File: src/rtl/flash_guard_pkg.sv
// Shared encodings for the flash protection controller.
// Assumes: control word is at least 5 bits wide.
package flash_guard_pkg;

    typedef enum logic [2:0] {
        MODE_IDLE  = 3'd0,
        MODE_PROG  = 3'd1,
        MODE_ERASE = 3'd2,
        MODE_PVFY  = 3'd3,
        MODE_EVFY  = 3'd4
    } fg_mode_e;

    localparam int CTL_W     = 5;
    localparam int CTL_WREN  = 0;
    localparam int CTL_PROG  = 1;
    localparam int CTL_ERASE = 2;
    localparam int CTL_PVFY  = 3;
    localparam int CTL_EVFY  = 4;

    localparam logic [1:0] SEL_CTRL    = 2'd0;
    localparam logic [1:0] SEL_MASK_LO = 2'd1;
    localparam logic [1:0] SEL_MASK_HI = 2'd2;
    localparam logic [1:0] SEL_EMU     = 2'd3;

endpackage

File: src/rtl/fg_regs.sv
// Software-visible control storage: control word, two erase mask halves,
// emulation bit. Assumes single-cycle write strobes and DATA_W >= CTL_W.
module fg_regs
    import flash_guard_pkg::*;
#(
    parameter int DATA_W = 8,
    localparam int NBLK = 2 * DATA_W
) (
    input  logic              clk,
    input  logic              rst_n,
    input  logic              wr_en,
    input  logic [1:0]        wr_sel,
    input  logic [DATA_W-1:0] wr_data,
    output logic [CTL_W-1:0]  ctrl_q,
    output logic [NBLK-1:0]   mask_q,
    output logic              emu_q
);

    // Capture a write into the selected word; reset leaves everything protected.
    always_ff @(posedge clk) begin
        if (!rst_n) begin
            ctrl_q <= '0;
            mask_q <= '0;
            emu_q  <= 1'b0;
        end else if (wr_en) begin
            case (wr_sel)
                SEL_CTRL:    ctrl_q <= wr_data[CTL_W-1:0];
                SEL_MASK_LO: mask_q[DATA_W-1:0] <= wr_data;
                SEL_MASK_HI: mask_q[NBLK-1:DATA_W] <= wr_data;
                default:     emu_q <= wr_data[0];
            endcase
        end
    end

endmodule

File: src/rtl/fg_mode.sv
// Mode selection and error latch. Each edge re-evaluates the stored words.
// Program and erase are entered only when every protection layer allows it.
// An error seen in program or erase aborts to idle and latches a sticky flag.
// Assumes: err_in synchronous to clk.
module fg_mode
    import flash_guard_pkg::*;
(
    input  logic             clk,
    input  logic             rst_n,
    input  logic [CTL_W-1:0] ctrl,
    input  logic             mask_any,
    input  logic             emu,
    input  logic             err_in,
    output fg_mode_e         mode_q,
    output logic             err_q
);

    logic     busy;
    logic     err_hit;
    logic     pe_ok;
    logic     single;
    fg_mode_e mode_d;

    // Decide the next mode from the stored words and the protection state.
    always_comb begin
        busy    = (mode_q == MODE_PROG) || (mode_q == MODE_ERASE);
        err_hit = busy && err_in;
        pe_ok   = ctrl[CTL_WREN] && !emu && !err_q && !err_hit;
        single  = $onehot(ctrl[CTL_EVFY:CTL_PROG]);
        mode_d  = MODE_IDLE;
        if (single) begin
            if (ctrl[CTL_PROG] && pe_ok)
                mode_d = MODE_PROG;
            else if (ctrl[CTL_ERASE] && pe_ok && mask_any)
                mode_d = MODE_ERASE;
            else if (ctrl[CTL_PVFY])
                mode_d = MODE_PVFY;
            else if (ctrl[CTL_EVFY])
                mode_d = MODE_EVFY;
        end
    end

    // Register the mode and hold the error flag until reset.
    always_ff @(posedge clk) begin
        if (!rst_n) begin
            mode_q <= MODE_IDLE;
            err_q  <= 1'b0;
        end else begin
            mode_q <= mode_d;
            err_q  <= err_q | err_hit;
        end
    end

endmodule

File: src/rtl/fg_strobe.sv
// Per-block erase strobe: a block strobes only in erase mode, when it is
// selected by the array and permitted by the mask. Purely combinational.
module fg_strobe #(
    parameter int NBLK = 16
) (
    input  logic            erase_act,
    input  logic [NBLK-1:0] mask,
    input  logic [NBLK-1:0] blk_sel,
    output logic [NBLK-1:0] strobe
);

    for (genvar i = 0; i < NBLK; i++) begin : g_blk
        // Gate one block's strobe by mode, permission and selection.
        assign strobe[i] = erase_act & mask[i] & blk_sel[i];
    end

endmodule

File: src/rtl/flash_guard_ctrl.sv
// Top of the flash program/erase protection controller.
// Ties the control storage, the mode/error logic and the strobe gating together.
// Assumes: synchronous active-low reset, single-cycle writes.
module flash_guard_ctrl
    import flash_guard_pkg::*;
#(
    parameter int DATA_W = 8,
    localparam int NBLK = 2 * DATA_W
) (
    input  logic              clk,
    input  logic              rst_n,
    input  logic              wr_en,
    input  logic [1:0]        wr_sel,
    input  logic [DATA_W-1:0] wr_data,
    input  logic              err_in,
    input  logic [NBLK-1:0]   blk_sel,
    output logic [2:0]        mode,
    output logic [NBLK-1:0]   erase_strobe,
    output logic              err_flag
);

    logic [CTL_W-1:0] ctrl_q;
    logic [NBLK-1:0]  mask_q;
    logic             emu_q;
    fg_mode_e         mode_q;
    logic             err_q;

    fg_regs #(.DATA_W(DATA_W)) u_regs (
        .clk     (clk),
        .rst_n   (rst_n),
        .wr_en   (wr_en),
        .wr_sel  (wr_sel),
        .wr_data (wr_data),
        .ctrl_q  (ctrl_q),
        .mask_q  (mask_q),
        .emu_q   (emu_q)
    );

    fg_mode u_mode (
        .clk      (clk),
        .rst_n    (rst_n),
        .ctrl     (ctrl_q),
        .mask_any (|mask_q),
        .emu      (emu_q),
        .err_in   (err_in),
        .mode_q   (mode_q),
        .err_q    (err_q)
    );

    fg_strobe #(.NBLK(NBLK)) u_strobe (
        .erase_act (mode_q == MODE_ERASE),
        .mask      (mask_q),
        .blk_sel   (blk_sel),
        .strobe    (erase_strobe)
    );

    // Drive the mode code and the error flag onto the ports.
    assign mode     = mode_q;
    assign err_flag = err_q;

endmodule

File: config.mk
export PLATFORM = sky130hd
export DESIGN_NAME = flash_guard_ctrl
export DESIGN_NICKNAME = d
export VERILOG_FILES = /design/src/rtl/flash_guard_pkg.sv /design/src/rtl/fg_regs.sv /design/src/rtl/fg_mode.sv /design/src/rtl/fg_strobe.sv /design/src/rtl/flash_guard_ctrl.sv
export SDC_FILE = /design/constraint.sdc
export NUM_CORES = 1
export LEC_CHECK = 0
export BUFFER_PORTS_ARGS = -buffer_cell sky130_fd_sc_hd__buf_2
export CORE_ASPECT_RATIO = 1.2
export CORE_MARGIN = 4
export CORE_UTILIZATION = 47
export CTS_CLUSTER_DIAMETER = 200
export DETAILED_ROUTE_END_ITERATION = 8
export PLACE_DENSITY_LB_ADDON = 0.25
export SLEW_MARGIN = 25
export SYNTH_ARGS = -nofsm -noshare
export SYNTH_HDL_FRONTEND = slang
export SYNTH_SLANG_ARGS = --single-unit
File: constraint.sdc
create_clock -name clk -period 2.6 [get_ports clk]
set_input_delay 0.13 -clock clk [delete_from_list [all_inputs] [get_ports clk]]
set_output_delay 0.13 -clock clk [all_outputs]
set_load 0.005 [all_outputs]
## Word-level counts from Yosys, hierarchy flattened

Index checks and enable logic that the tools add are counted.

- Latch bits: 0
- Output and inout port bits: 20
- RAM bits: 0
- Word-level logic and storage cells: 77
- Register bits after elaboration: 26
- ROM bits: 0
- Memories: 0
- Input bits: 30

- Eq/ne operators: 5
- Bitwise operators: 36
- Order comparisons: 0
- Reductions and logical operators: 21
- Multiplexer cells: 4
- Add/subtract/negate cells: 3
- Multipliers: 0
- Shifts and indexed selects: 0
- Div/mod/pow operators: 0

Operators with widths:

| kind | number |
|---|---|
| bitwise AND 1 bit | 32 |
| OR reduction 16 bit | 1 |
| AND reduction 2 bit | 5 |
| logical AND 1 bit | 7 |
| equality test 3 x 1 -> 1 bit (second input constant) | 2 |
| OR reduction 3 bit | 2 |
| OR reduction 5 bit | 1 |
| adder 1 x 1 -> 2 bit | 2 |
| 2-to-1 mux 2 bit | 2 |
| adder 3 bit | 1 |
| equality test 3 x 2 -> 1 bit (second input constant) | 1 |
| zero test 1 bit | 3 |
| 2-to-1 mux 3 bit | 1 |
| NOT 1 bit | 3 |
| equality test 2 x 1 -> 1 bit (second input constant) | 1 |
| equality test 2 bit (second input constant) | 1 |
| zero test 2 bit | 1 |
| logical OR 1 bit | 1 |
| 2-to-1 mux 1 bit | 1 |
| OR 1 bit | 1 |

## Logic depth before layout (Yosys ltp)

Gate-level depths: netlist of run 1.

- Depth after elaboration: 9
- Mapped depth: 6
- Mapped depth without buffers: 6

## Hierarchy

From an unflattened synthesis of run 1, not the netlist that was laid out.

- Cell total of the unflattened synthesis: 133
- Area, all modules: 1252.5 um^2

By module, submodules not included:

| module | area each (um^2) | instances | sequential area each (um^2) | cells each |
|---|---|---|---|---|
| fg_regs | 834.6 | 1 | 440.4 | 84 |
| fg_mode | 260.2 | 1 | 80.1 | 26 |
| fg_strobe | 118.9 | 1 | 0.0 | 17 |
| flash_guard_ctrl | 38.8 | 1 | 0.0 | 6 |

## Worst setup path after synthesis of run 1

No wires, ideal clock.

- Kind: register to register
- Start point: reg u_regs.ctrl_q[3]
- End point: reg u_mode.mode_q[2]
- Arrival time: 1.987 ns
- Required time: 2.540 ns
- Stages on the path, launching flop included: 7
- Clock period less this slack: 2.046 ns
- Setup slack: 0.554 ns
- Library setup time: 0.060 ns
- Buffers on the path: 0
- Cells stage by stage: dfxtp_1 ha_1 ha_1 fa_1 or4bb_1 a21oi_1 and3_1

- Word-level cells in the longest chain between the ends: 5

Ends and longest elaborated chain:

| item | RTL line | RTL |
|---|---|---|
| start, declared | fg_regs.sv:14 | `output logic [CTL_W-1:0] ctrl_q,` |
| start signal, assigned | fg_regs.sv:27 | `SEL_CTRL: ctrl_q <= wr_data[CTL_W-1:0];` |
| adder 1 x 1 -> 2 bit (implied by the code) | fg_mode.sv:29 | `single = $onehot(ctrl[CTL_EVFY:CTL_PROG]);` |
| adder 3 bit (implied by the code) | fg_mode.sv:29 |  |
| equality test 3 x 1 -> 1 bit | fg_mode.sv:29 |  |
| NOT 1 bit (no source line) | - |  |
| OR reduction 5 bit (no source line) * | - |  |
| end signal, assigned | fg_mode.sv:49 | `mode_q <= mode_d;` |
| end, declared | fg_mode.sv:14 | `output fg_mode_e mode_q,` |

Mark *: on every way between the ends. The rest lies on a longest branch, timed or not.
A chain may end at the register's enable or synchronous reset.

## Worst setup path in the final report of run 1

- Start point: reg u_regs.ctrl_q[3]
- End point: reg u_mode.mode_q[1]

- Word-level cells in the longest chain between the ends: 5
- Elaborated cells between the ends (all ways): 7
- Those cells by class: add/sub (2); eq/ne (1); mux (2); bitwise (1); reduce/logical (1)

Ends and longest elaborated chain:

| item | RTL line |
|---|---|
| adder 1 x 1 -> 2 bit (implied by the code) | fg_mode.sv:29 |
| adder 3 bit (implied by the code) | fg_mode.sv:29 |
| equality test 3 x 1 -> 1 bit | fg_mode.sv:29 |
| NOT 1 bit (no source line) | - |
| OR reduction 3 bit (no source line) | - |

Parallel ways exist; a longest one is shown, timed or not.

==> results of run 1 <==
## worst paths after layout
check,startpoint,to
max,u_regs.ctrl_q[3]$_SDFFE_PN0P_,u_mode.mode_q[1]$_SDFF_PP0_
min,wr_data[6],u_regs.mask_q[6]$_SDFFE_PN0P_
max reg2reg,u_regs.ctrl_q[3]$_SDFFE_PN0P_,u_mode.mode_q[1]$_SDFF_PP0_
min reg2reg,u_regs.ctrl_q[4]$_SDFFE_PN0P_,u_mode.mode_q[2]$_SDFF_PP0_
## sequential cells by signal, summed over array words and instances, names as in the netlist
register,cells
u_regs.mask_q,16
u_regs.ctrl_q,5
u_mode.mode_q,3
u_mode.err_q,1
u_regs.emu_q,1
## metrics by stage
step                hold WS [ns]  total power [uW]
floorplan                 0.2582             475.5
global placement          0.3999             510.7
detailed placement        0.4095             514.5
CTS                      0.06586             679.6
global route             0.08461             711.0
finish                   0.07086             672.1
## cell usage after synthesis
cell and instances:
o311a_4 1, dfxtp_1 26, nand3b_1 2, a31oi_1 1, a31o_1 1, xnor2_1 1
or4bb_1 1, nor3b_4 1, nand3_1 1, clkbuf_1 3, nor4_1 4, and3_1 3
nor3b_1 1, nor3_1 1, fa_1 1, nor2b_1 23, o21a_1 1, nand2_1 1
nor2_1 2, nand4_1 1, buf_2 2, ha_1 3, inv_1 2, mux2i_1 21
a21oi_1 3, and3_2 14
## power groups by stage
| stage | Sequential (uW) | Clock [uW] | Combinational (uW) |
|---|---|---|---|
| floorplan | 426 | 0 | 49.8 |
| global placement | 428 | 0 | 82.9 |
| detailed placement | 429 | 0 | 85.9 |
| CTS | 420 | 174 | 86.2 |
| global route | 422 | 193 | 95.8 |
| finish | 420 | 167 | 85.0 |
## cell families after synthesis
kind of cell    share of synthesized area (%)
simple gates                            29.65
mux                                     16.72
buf+inv                                 2.289
xor+xnor                               0.6966
flops                                   41.39
compound gates                          4.677
fa+ha+maj                               4.577
## final cells by class
type / count / share of cell area, %
flip-flops and latches: 26 / 33.52
multi-input cells: 88 / 45.61
inverters: 2 / 0.4835
clock buffers: 3 / 1.450
well taps: 33 / 2.659
repair buffers: 50 / 16.28
## layer usage
metal  global-route usage [%]  vias up  part of all wire (%)
li1                         -      529                     -
met1                    19.07      481                    42
met2                    28.85       37                    50
met3                    3.187        4                   6.9
met4                    6.383        0                   1.5
met5                        0        -                     0
## worst max-delay path, stage by stage, from the launching register on
cell	delay, ns
dfxtp_1	0.35
ha_1	0.30
ha_1	0.21
fa_1	0.42
or4bb_1	0.53
a21oi_1	0.15
nor2b_1	0.16
==> summary.txt, run 1 <==
Outcome
  • Outcome: completed

Power
  • Sequential share of power: between 60% and 70%
  • VDD IR max: between 0.0003 and 0.0004 V
  • Power Dens Cells: 432.8 nW/um2
  • Switch share: 23.99%
  • Lkg Pwr: between 0.0008 and 0.0009 uW
  • Clock network power share: 24.9%
  • Combinational share of power: approximately an eighth
  • Int Pwr: between 500 and 600 uW
  • Sw power: approximately 160 uW

Floorplan
  • Core Area: about 2600 um2
  • Die Wd: roughly 55 um
  • Die area: 3570 um2
  • Starting Density: about half
  • Site Rows: 20
  • Io pins: 50
  • DIE HEIGHT: about 65 um

Yosys
  • Syn Std Cell Area: between 1000 and 1500 um2
  • Mean Syn Cell Area: slightly above 10 um2
  • Post-Synthesis Cells: around 120
  • Top cells by area, synth: dfxtp_1 (41%), mux2i_1 (17%), nor2b_1 (11%), and3_2 (8.4%), ha_1 (3.0%)
  • Sequential-to-total area share from yosys stat: roughly two fifths
  • Syn nets: about 160
  • Synthesis Warnings: 0
  • Yosys top cell area share: 41.39%
  • Post-synth cell types: 26
  • Seq cells post-synth: 26
  • Dominant cell type by area after synthesis: dfxtp_1

Cells and area
  • Final Cell Area: roughly 1600 um2
  • Fillers: around 250
  • Multi-input gate area: 708.2 um2
  • Most frequent cells in the layout: buf_2 (49), dfxtp_1 (26), nor2b_1 (23)
  • Area Growth Syn to Fin: 23.48%
  • Final std cells w/o fill: roughly 200
  • Ant. Diodes: 0
  • Ratio of cells with drive above 1 in the final layout: 40.83%
  • Nets: about 200
  • Sequential Area: 520.5 um2
  • Final core utilization: between 60 and 70%
  • Most common cell after layout, fill and taps aside: buf_2

Placement
  • # placed instances: roughly 200
  • DP Worst Slack: about 0.44 ns
  • Final HPWL DP: between 2000 and 2500 um
  • Cell Area, Placed: around 1500 um2
  • IO Port Bufs: 49
  • GP Congestion: roughly 0.72

Clock network
  • Post-CTS sizing: 0
  • Post-CTS Hold Fix Bufs: 0
  • CTS tree: built
  • Worst skew pair latency: 0.32 ns
  • CTS buffer count: 3
  • Post CTS Setup Buffer Count: 0
  • Clock slew at reported path FFs: roughly 0.13 ns
  • Root Buffer: clkbuf_4
  • Htree depth: 1
  • Number of clock sinks: 26
  • Clock Path Buffers: 2

STA
  • RSZ-0062 raised after global routing: false
  • # setup viols final: 0
  • Final setup skew: 0.008015 ns
  • Final period utilization: a little over four fifths
  • Relative slew slack: 62.80%
  • Max-slew violations: 0
  • Final hold vios: 0
  • Final TNS setup: 0 ns
  • Measured slew at the worst slew-check pin: 0.5563 ns
  • Final min period: around 2.2 ns
  • Final WS setup: between 0.4 and 0.5 ns
  • FMAX: about 0.46 GHz

Global route
  • Initial antenna violation count: 0
  • Overflow after GRT: 0
  • First-pass GRT wire length: 4629 um
  • GRT Total Usage: ~16%
  • Vias in the first global route: 1057
  • Largest net degree at the start of global routing: 25

Route
  • Routed wire per std cell: ~14 um
  • Routed WL: 2739 um
  • # DRC: 0
  • Initial DRC Count: 20
  • Vias per inst: roughly 5.2
  • DR pass1 iterations: 4
  • Post-DRT Antenna Nets: 0
  • Via Count: ~1100

Critical path
  • Worst R2R Setup Slack: about 0.42 ns
  • Critical path class: reg -> reg
  • Crit end category: flop
  • Worst EP required: 2.86 ns
  • Startpoint Class: flop
  • Cells on worst reg2reg path: 6
  • Crit-path max FO: 3
  • CP Data Arrival Time: approximately 2.4 ns

Flow run
  • # Max-Cap Violations: 0

Hold path
  • Depth of the worst hold-timing path: 3
  • Worst hold path class: in -> reg
No activity file was read; power rests on OpenSTA's default activity.
==> run 2: changes to the inputs <==
--- a/config.mk
+++ b/config.mk
@@ -5,10 +5,11 @@
 export SDC_FILE = /design/constraint.sdc
 export NUM_CORES = 1
 export LEC_CHECK = 0
+export ABC_AREA = 1
 export BUFFER_PORTS_ARGS = -buffer_cell sky130_fd_sc_hd__buf_2
 export CORE_ASPECT_RATIO = 1.2
 export CORE_MARGIN = 4
-export CORE_UTILIZATION = 47
+export CORE_UTILIZATION = 44
 export CTS_CLUSTER_DIAMETER = 200
 export DETAILED_ROUTE_END_ITERATION = 8
 export PLACE_DENSITY_LB_ADDON = 0.25
==> constraint.sdc (replaced) <==
create_clock -name clk -period 1.9 [get_ports clk]
set_input_delay 0.095 -clock clk [delete_from_list [all_inputs] [get_ports clk]]
set_output_delay 0.095 -clock clk [all_outputs]
set_load 0.005 [all_outputs]
==> run 2 against run 1 <==
Clock skew is 0.0037 ns higher. Highest routed layer unchanged. Final cell count grew 33%. Sequential cell count unchanged. Sequential share of layout area is 2.8 points lower. Largest cell class unchanged. Worst setup slack got worse by 0.30 ns. Global-route usage about the same. Count of clock-buffer cells in the layout increased by 1. Worst hold slack worse by 0.056 ns.
==> summary.txt, run 2 <==
Global route
  • Vias in the first global route: roughly 1200
  • Initial antenna violation count: 0
  • Overflow after GRT: 0
  • Grt peak-use layer: met2
  • Grt met2 use: between 20% and 30%
  • Largest net degree at the start of global routing: 19
  • First-pass GRT wire length: between 5000 and 6000 um
  • GR Util met3: 2.773%
  • GRT Total Usage: between 10% and 20%
  • GR Util met1: approximately 20%

Placement
  • Final HPWL DP: 2356 um
  • GP Congestion: roughly 0.74
  • DP Worst Slack: between 0.1 and 0.15 ns
  • IO Port Bufs: 49
  • # placed instances: 264
  • Cell Area, Placed: roughly 1600 um2

Cells and area
  • Area Growth Syn to Fin: 20.91%
  • Nets: 267
  • Max reg flops: 16
  • Largest regs: u_regs.mask_q: 16 flops, u_regs.ctrl_q: 5 flops, u_mode.mode_q: 3 flops
  • Fillers: 321
  • Final Cell Area: about 1700 um2
  • Most frequent cells in the layout: buf_2 (49), nor2_1 (36), nand2_1 (31)
  • Top reg by flops: u_regs.mask_q
  • Ant. Diodes: 0
  • Multi-input gate area: 778.2 um2
  • Sequential Area: 521.8 um2
  • Ratio of cells with drive above 1 in the final layout: a little under two fifths
  • Most common cell after layout, fill and taps aside: buf_2
  • Final std cells w/o fill: about 270

Clock network
  • Post-CTS Hold Fix Bufs: 0
  • Clock slew at reported path FFs: roughly 0.14 ns
  • CTS buffer count: 3
  • Post-CTS sizing: 0
  • Worst skew pair latency: between 0.3 and 0.4 ns
  • Root Buffer: clkbuf_4
  • Clock Path Buffers: 2
  • Htree depth: 1
  • Number of clock sinks: 26
  • CTS tree: built
  • Post CTS Setup Buffer Count: 0

Critical path
  • Reg-to-reg critical path startpoint: u_regs.ctrl_q[4]$_SDFFE_PN0P_
  • Startpoint Class: flop
  • Worst R2R Setup Slack: about 0.11 ns
  • Critical Path End: u_mode.mode_q[2]$_SDFF_PP0_
  • Critical path class: reg -> reg
  • R2r endpoint: u_mode.mode_q[2]$_SDFF_PP0_
  • Crit-path max FO: 3
  • Cells on worst reg2reg path: 7
  • Crit path from: u_regs.ctrl_q[4]$_SDFFE_PN0P_
  • CP Data Arrival Time: around 2.1 ns
  • Worst EP required: around 2.2 ns
  • Crit end category: flop

Yosys
  • Mux contribution to synthesized area: 0%
  • Seq cells post-synth: 26
  • Syn Std Cell Area: 1406 um2
  • Most common library cells after synthesis: nor2_1 (36), nand2_1 (31), dfxtp_1 (26)
  • Simple-Gate Fraction of Synth Area: around 37%
  • Number of synthesized flops with an enable pin: 0
  • Top-count cell post-synth: nor2_1
  • Dominant cell type by area after synthesis: dfxtp_1
  • Sequential-to-total area share from yosys stat: between 30% and 40%
  • Syn nets: between 200 and 250
  • Yosys top cell area share: 37.01%
  • Top cells by area, synth: dfxtp_1 (37%), nor2_1 (9.6%), nor2_4 (8.8%), nand2_1 (8.3%), o21ai_0 (4.6%)
  • Largest family of logic cells by synthesized area: simple AND/OR/NAND/NOR gates
  • Synthesis Warnings: 0
  • Adder-cell share of the synthesized area: between 4 and 5%
  • Xor/xnor share of the synthesized area: 0%
  • Post-synth cell types: 23
  • Primary FF master, synth: dfxtp_1
  • Ys async rst share: 0%
  • Synth Area in Compound Gates: between 10% and 20%
  • Post-Synthesis Cells: 183
  • Mean Syn Cell Area: 7.685 um2

STA
  • FMAX: between 0.5 and 0.6 GHz
  • Measured slew at the worst slew-check pin: approximately 0.34 ns
  • Final hold vios: 0
  • Final WS setup: about 0.11 ns
  • Final min period: 1.788 ns
  • Max-slew violations: 0
  • Final setup skew: about 0.012 ns
  • # setup viols final: 0
  • Relative slew slack: about 77%
  • Final period utilization: a little over nine tenths

Power
  • Power Dens Cells: just over 600 nW/um2
  • Lkg Pwr: between 0.0007 and 0.0008 uW
  • VDD IR max: 0.0004298 V

Floorplan
  • Core Area: a little over 3000 um2
  • Die area: between 4000 and 5000 um2
  • Io pins: 50
  • Die Wd: approximately 60 um
  • DIE HEIGHT: 69.93 um
  • Starting Density: between 40% and 50%
  • Site Rows: 22

Outcome
  • Outcome: completed

Route
  • Post-DRT Antenna Nets: 0
  • Routed WL: approximately 3000 um
  • DR pass1 iterations: 4
  • Routed wire per std cell: 11.23 um
  • # DRC: 0
  • Initial DRC Count: 19
  • Vias per inst: ~4.7
  • Via Count: ~1300

Flow run
  • # Max-Cap Violations: 0

Hold path
  • Worst hold path class: in -> reg
-- run 2: cell types whose count changed after synthesis, sizes merged, moves of 15 or more --
cell	before	now
nor2	2	48
nand2	1	37
nor2b	23	0
mux2i	21	0
and3	17	1
o21ai	0	16
inv	2	17
-- run 2: layout make-up --
| type | instances | share of cell area [%] |
|---|---|---|
| flip-flops and latches | 26 | 30.68 |
| well taps | 36 | 2.649 |
| multi-input cells | 135 | 45.77 |
| clock buffers | 4 | 2.134 |
| inverters | 17 | 3.900 |
| repair buffers | 50 | 14.86 |
-- run 2: worst min-delay path by stage --
stage,startpoint,depth (start not counted),to,slack (ns)
after floorplan,rst_n,2,u_regs.mask_q[15]$_SDFFE_PN0P_,0.21
after global placement,wr_data[6],3,u_regs.mask_q[14]$_SDFFE_PN0P_,0.35
after detailed placement,wr_data[6],3,u_regs.mask_q[14]$_SDFFE_PN0P_,0.35
after CTS,wr_data[6],3,u_regs.mask_q[14]$_SDFFE_PN0P_,0.007
after global routing,wr_data[6],3,u_regs.mask_q[14]$_SDFFE_PN0P_,0.01
final,wr_data[6],3,u_regs.mask_q[14]$_SDFFE_PN0P_,0.01
-- run 2: cells by family (layout without fill, tap and decap cells) --
group           count (synthesis)  after routing
flops                          26             26
buf+inv                        22             71
simple gates                   99             99
fa+ha+maj                       4              4
compound gates                 32             32
-- run 2: critical path: stages, from the launching register on --
cell	delay [ns]
dfxtp_1	0.42
ha_4	0.22
ha_1	0.20
fa_1	0.42
nor2_1	0.09
and3_4	0.19
nand3_1	0.09
nor2_1	0.10
-- run 2: report_power, final --
part | internal [uW] | switching, uW
combinational | 65.1 | 93.7
sequential | 569 | 16.8
clock | 117 | 164
total | 752 | 274
-- run 2: layer usage --
metal	routed length [um]	part of all wire, %	vias up
li1	-	-	675
met1	1324	44	548
met2	1455	48	33
met3	184	6.1	4
met4	45	1.5	0
met5	0	0	-
-- run 2: stage by stage --
step           hold slack (ns)  util, %   TNS, ns  power (uW)
2_1_floorplan           0.2120        -         0       695.7
3_3_place_gp            0.3489    53.85         0       750.0
3_5_place_dp            0.3512    53.85         0       752.3
4_1_cts               0.007083    55.04         0        1030
5_1_grt                0.01231    55.65  -0.01004        1084
6_report               0.01475    55.65         0        1026
